File: config.mk
export PLATFORM = sky130hd
export DESIGN_NAME = hsad_top
export DESIGN_NICKNAME = d
export VERILOG_FILES = /design/src/rtl/hsad_pkg.sv /design/src/rtl/hsad_ctrl.sv /design/src/rtl/hsad_datapath.sv /design/src/rtl/hsad_top.sv
export SDC_FILE = /design/constraint.sdc
export NUM_CORES = 1
export LEC_CHECK = 0
export BUFFER_PORTS_ARGS = -buffer_cell sky130_fd_sc_hd__buf_2
export CORE_MARGIN = 10
export CORE_UTILIZATION = 35
export DETAILED_ROUTE_END_ITERATION = 8
export SLEW_MARGIN = 20
export SYNTH_ARGS = -nofsm -noshare
export SYNTH_HDL_FRONTEND = slang
export SYNTH_SLANG_ARGS = --single-unit
File: constraint.sdc
create_clock -name clk -period 9.3 [get_ports clk]
set_input_delay 0.93 -clock clk [delete_from_list [all_inputs] [get_ports clk]]
set_output_delay 0.93 -clock clk [all_outputs]
set_load 0.01 [all_outputs]
File: src/rtl/hsad_pkg.sv
package hsad_pkg;
  // Load strobes sent from control to datapath each cycle
  typedef struct packed {
    logic loadPairs;  // capture pairwise difference sums
    logic loadSums;   // capture group totals
  } hsadStrobe_t;
endpackage

File: src/rtl/hsad_ctrl.sv
module hsad_ctrl
  import hsad_pkg::*;
(
  input  logic        clk,
  input  logic        rst_n,
  input  logic        validIn,
  output hsadStrobe_t strobe,
  output logic        validOut
);
  logic vld1, vld2;

  always_ff @(posedge clk or negedge rst_n) begin
    if (!rst_n) begin
      vld1 <= 1'b0;
      vld2 <= 1'b0;
    end else begin
      vld1 <= validIn;
      vld2 <= vld1;
    end
  end

  always_comb begin
    strobe.loadPairs = validIn;
    strobe.loadSums  = vld1;
  end
  assign validOut = vld2;

  // cycles since reset, saturating, so $past(,2) only looks at post-reset values
  logic [1:0] warmCnt;
  always_ff @(posedge clk or negedge rst_n) begin
    if (!rst_n) warmCnt <= 2'd0;
    else if (warmCnt != 2'd3) warmCnt <= warmCnt + 2'd1;
  end


  latency_two_chk: assert property (@(posedge clk) disable iff (!rst_n)
    (warmCnt >= 2'd2) |-> (validOut == $past(validIn, 2)));


  reset_idle_chk: assert property (@(posedge clk) disable iff (!rst_n)
    (warmCnt == 2'd0) |-> !validOut);
endmodule

File: src/rtl/hsad_datapath.sv
module hsad_datapath
  import hsad_pkg::*;
#(
  parameter int ELEM_W = 8,
  parameter int LANES  = 16,
  parameter int FIELD_W = 16
) (
  input  logic                    clk,
  input  logic                    rst_n,
  input  hsadStrobe_t             strobe,
  input  logic [LANES*ELEM_W-1:0] opA,
  input  logic [LANES*ELEM_W-1:0] opB,
  output logic [LANES*ELEM_W-1:0] result
);
  localparam int VEC_W   = LANES * ELEM_W;
  localparam int HALF_W  = VEC_W / 2;
  localparam int GROUPS  = 2;
  localparam int GROUP   = LANES / GROUPS;
  localparam int NPAIR   = LANES / 2;
  localparam int PAIRS_G = GROUP / 2;
  localparam int PAIR_W  = ELEM_W + 1;
  localparam int SUM_W   = ELEM_W + $clog2(GROUP);
  localparam int MAX_SUM = GROUP * ((1 << ELEM_W) - 1);
  localparam int MAX_PAIR = 2 * ((1 << ELEM_W) - 1);

  logic [ELEM_W-1:0] absDiff [LANES];
  logic [PAIR_W-1:0] pairNext [NPAIR];
  logic [PAIR_W-1:0] pairReg [NPAIR];
  logic [SUM_W-1:0]  sumNext [GROUPS];
  logic [SUM_W-1:0]  sumReg [GROUPS];

  // per-lane absolute difference chosen by unsigned compare, no wrap
  for (genvar l = 0; l < LANES; l++) begin : g_lane
    logic [ELEM_W-1:0] a, b;
    assign a = opA[l*ELEM_W +: ELEM_W];
    assign b = opB[l*ELEM_W +: ELEM_W];
    assign absDiff[l] = (a >= b) ? (a - b) : (b - a);
  end

  // first tree level: adjacent lanes
  for (genvar p = 0; p < NPAIR; p++) begin : g_pair
    assign pairNext[p] = {1'b0, absDiff[2*p]} + {1'b0, absDiff[2*p+1]};

    always_ff @(posedge clk or negedge rst_n) begin
      if (!rst_n) pairReg[p] <= '0;
      else if (strobe.loadPairs) pairReg[p] <= pairNext[p];
    end


    pair_range_chk: assert property (@(posedge clk) disable iff (!rst_n)
      int'(pairReg[p]) <= MAX_PAIR);
  end

  // second tree level: per group total
  for (genvar g = 0; g < GROUPS; g++) begin : g_group
    always_comb begin
      sumNext[g] = '0;
      for (int k = 0; k < PAIRS_G; k++)
        sumNext[g] = sumNext[g] + SUM_W'(pairReg[g*PAIRS_G + k]);
    end

    always_ff @(posedge clk or negedge rst_n) begin
      if (!rst_n) sumReg[g] <= '0;
      else if (strobe.loadSums) sumReg[g] <= sumNext[g];
    end

    assign result[g*HALF_W +: HALF_W] = HALF_W'(sumReg[g]);


    sum_range_chk: assert property (@(posedge clk) disable iff (!rst_n)
      int'(sumReg[g]) <= MAX_SUM);


    hold_idle_chk: assert property (@(posedge clk) disable iff (!rst_n)
      !strobe.loadSums |=> $stable(result[g*HALF_W +: FIELD_W]));
  end
endmodule

File: src/rtl/hsad_top.sv
module hsad_top
  import hsad_pkg::*;
#(
  parameter int ELEM_W  = 8,
  parameter int LANES   = 16,
  parameter int FIELD_W = 16
) (
  input  logic                    clk,
  input  logic                    rst_n,
  input  logic                    validIn,
  input  logic [LANES*ELEM_W-1:0] opA,
  input  logic [LANES*ELEM_W-1:0] opB,
  output logic                    validOut,
  output logic [LANES*ELEM_W-1:0] result
);
  localparam int HALF_W = LANES * ELEM_W / 2;

  hsadStrobe_t strobe;

  hsad_ctrl u_ctrl (
    .clk      (clk),
    .rst_n    (rst_n),
    .validIn  (validIn),
    .strobe   (strobe),
    .validOut (validOut)
  );

  hsad_datapath #(
    .ELEM_W (ELEM_W),
    .LANES  (LANES),
    .FIELD_W(FIELD_W)
  ) u_dp (
    .clk    (clk),
    .rst_n  (rst_n),
    .strobe (strobe),
    .opA    (opA),
    .opB    (opB),
    .result (result)
  );


  upper_zero_chk: assert property (@(posedge clk) disable iff (!rst_n)
    (result[FIELD_W +: HALF_W-FIELD_W] == '0) &&
    (result[HALF_W+FIELD_W +: HALF_W-FIELD_W] == '0));
endmodule

==> impl_metrics.yaml <==
yosys:
  synthesis.instances: 2170
  post_synth_fa_ha_maj_area_fraction_pct: 30.40
  ys_seq_area_share_pct: 13.19
  synth_compound_gate_area_share_pct: 19.77
  post_synth_and_or_nand_nor_area_fraction_pct: 7.072
  post_synth_edffs: 0
  synth.area.mux_share_pct: 9.278
  synth.yosys.warnings: 0
  cell_area_after_synthesis_sq_mm: 0.01821
  synth-xor-area-share_pct: 6.927
  postSynthRegisterBits: 96
  avgSynthCellArea_sq_um: 8.390
  ys.flop_type: "dfrtp_1"
  synthDistinctLibCells: 56
  synth-async-reset-ratio_pct: 100.0
  synth_top_family_by_area: "adder cells"
critical_path:
  cp_top_family: "compound AO/OA/AOI/OAI gates"
  crit_chain: "buf_2 > inv_1 > ha_1 > inv_1 > fa_1 > a31oi_1 > a21oi_1 > nor3b_1 > buf_4 > mux2_2 > fa_1 > a21o_1 > a21oi_1 > nor2_1 > o21ai_0 > a21oi_1 > mux2_2"
  timing.critical_path.mode_cell: "a21oi_1"
  critPathArrivalTime_ns: 4.77
  crit_fanout: 4
  critPathSlowestCell: "nor3b_1"
  peak_per_stage_delay_on_the_critical_path_ns: 0.59
  buffer_and_inverter_count_on_the_worst_path: 4
  crit_type: "in2reg"
  critical_path.startpoint_type: "primary input"
  cp_data_required_time_ns: 9.53
  critPathCaptureType: "flip-flop"
clocking:
  worst_skew_pair.late_latency_ns: 0.35
  cts_root_buf: "clkbuf_16"
  cts_buffers: 9
  cts_htree_levels: 3
  post_cts_setup_buffer_count: 0
  cts_resized: 0
  path_clk_slew_ns: 0.06
  clk_path_buf_depth: 2
  cts-hold-fix-buffers: 0
  cts_tree: "yes"
  clkSinkCount: 96
finish:
  most_common_library_cell_in_the_layout_ignoring_fill_and_taps: "inv_1"
  drive_gt1_share_pct: 15.52
  nets: 3084
  p_r_area_growth_vs_syn_pct: 10.95
  antenna-diode-count: 0
  most-common-layout-cells: "inv_1, ha_1, buf_2"
  final_cell_count_no_fill: 3109
  layout.cell_area.non_filler_sq_mm: 0.02020
die:
  dieWidth_um: 248.1
  fp.dieArea_sq_mm: 0.06154
  floorplan_die_height_um: 248.1
  floorplan.initialDensity_pct: 35.42
  core_area_sq_mm: 0.05141
  placement_rows: 83
  io_pins: 388
routing:
  post_drt_via_cell_ratio: 4.841
  antenna_violating_nets_post_route: 0
  drt_pass1_iterations: 5
  drt_total_wl_um: 47480
  route.met2.wl_um: 23250
  wl_met3_um: 1885
  initial_drt_markers: 422
  route.vias.total: 15050
  drt_drc_violations_left: 0
  detail_route.wirelength.met1_um: 21870
  highest_layer: "met4"
  post_drt_wl_per_cell_um: 15.27
timing:
  timing.setup.tns_ns: 0
  hold_violations: 0
  tightest_slew_ns: 0.8276
  max_freq_mhz: 220.0
  rsz_0062_raised_after_global_routing: "false"
  final-max-slew-violation-count: 0
  final_period_minus_worst_setup_slack_ns: 4.546
  slew-limit-headroom_pct: 44.83
  min_period_over_period_pct: 48.88
  final.setup_skew_ns: 0.009555
  setup-violations-final: 0
pwr:
  leakage_nw: 10.88
  power_dens_cells_mw_per_mm2: 273.6
  vdd.ir_drop.worst_mv: 0.3804
place:
  place_hpwl_um: 42010
  port_buffers: 281
  place.gp.congestion: 0.8613
  place.detailed.instances: 3093
  post_dp_cell_area_sq_mm: 0.01992
grt:
  initial_antenna_violation_count: 0
  grt_remaining_overflow: 0
  wire_length_of_the_first_global_routing_pass_um: 76730
  grt_pass1_vias: 15810
  grt_util_all_layers_pct: 14.98
  grt_max_degree: 78
worst_hold_path:
  min_path_type: "reg2reg"
run_status:
  result_of_the_run: "complete, no violations"
run:
  max_cap_violations: 0
## layer usage
metal	vias up	global-route usage [%]
li1	7646	-
met1	7133	19.57
met2	248	26.33
met3	23	1.596
met4	0	2.815
met5	-	0
## worst reg2reg max path, cell delays in order, from the launching register on
cell and delay, ns:
dfrtp_1 0.39, ha_1 0.29, a21o_1 0.18, a21oi_1 0.23, o211ai_1 0.17, a21o_1 0.20
a21oi_1 0.22, xor2_1 0.14, fa_1 0.50, inv_1 0.04, ha_1 0.21, or3_1 0.31
o211a_1 0.22, or3_1 0.30, a31o_2 0.24
## power by group
part           internal [mW]  switching, mW  total (mW)
Sequential             0.644          0.145       0.790
Clock                  0.183          0.172       0.355
Combinational           2.06           2.32        4.38
Total                   2.89           2.64        5.53
## per-stage QoR
stage | utilization, % | setup WS (ns) | power (mW) | hold WS (ns)
global route | 39.29 | 4.544 | 6.203 | 0.5252
floorplan | - | 5.037 | 4.157 | 0.3519
detailed placement | 38.75 | 4.293 | 5.194 | 0.4744
finish | 39.29 | 4.754 | 5.527 | 0.4805
global placement | 38.75 | 4.369 | 5.087 | 0.4644
CTS | 39.28 | 4.634 | 5.596 | 0.4895
## layout make-up
class                   instances  area [sq um]
clock buffers                  10         229.0
inverters                     386          1449
fillers                      5286         31210
repair buffers                286          1449
multi-input cells            1645         13780
flip-flops and latches         96          2402
well taps                     680         850.8
clock inverters                 6         43.79
## worst paths after layout
| path | startpoint | end | slack, ns | cells after the start |
|---|---|---|---|---|
| max | opA[40] | u_dp.pairReg[51] | 4.75 | 17 |
| min | u_dp.result[5] | u_dp.result[5] | 0.48 | 1 |
| max reg2reg | u_dp.pairReg[55] | u_dp.result[9] | 5.56 | 14 |
| min reg2reg | u_dp.result[5] | u_dp.result[5] | 0.48 | 1 |
| max in group asynchronous | rst_n | u_dp.pairReg[4] | 7.58 | 2 |
| min in group asynchronous | rst_n | u_dp.result[0] | 0.52 | 1 |
## cells by family after synthesis
family                     Yosys count
muxes                              161
other                                1
DFF                                 96
AOI/OAI and AO/OA                  585
buffers and inverters              534
xor gates and xnor gates           144
adders and majority gates          401
and+or+nand+nor                    248
## Yosys cell counts (all sizes together) (3+ instances only)
master	n	area share [%]
mux2	62	3.8
xnor2	88	4.2
mux2i	99	5.4
a211oi	6	0.45
o41ai	8	0.38
or3	8	0.27
nand4b	7	0.34
nor2	61	1.3
nand4	22	0.76
nand2	54	1.1
o31ai	6	0.25
and2	13	0.45
o211a	3	0.16
clkbuf	24	0.49
a31o	5	0.24
nand3	8	0.22
a31oi	27	0.96
o211ai	18	0.74
and3	5	0.17
and3b	5	0.24
o21ai	114	3.1
o21a	20	0.82
nor3	14	0.38
xor2	56	2.7
nor2b	24	0.82
a21oi	230	6.4
nand2b	12	0.41
fa	69	7.6
nor3b	3	0.12
a21boi	26	1.1
ha	332	23
a21o	65	2.7
nand3b	8	0.33
inv	386	8.0
dfrtp	96	13
a211o	10	0.48
o21bai	37	1.5
buf	124	4.9
## registers in the layout, indices dropped and copies added, names as in the netlist
name             flops
u_ctrl.vld1          1
u_dp.result         22
u_dp.pairReg        72
u_ctrl.validOut      1
(Power assumes the default switching activity.)
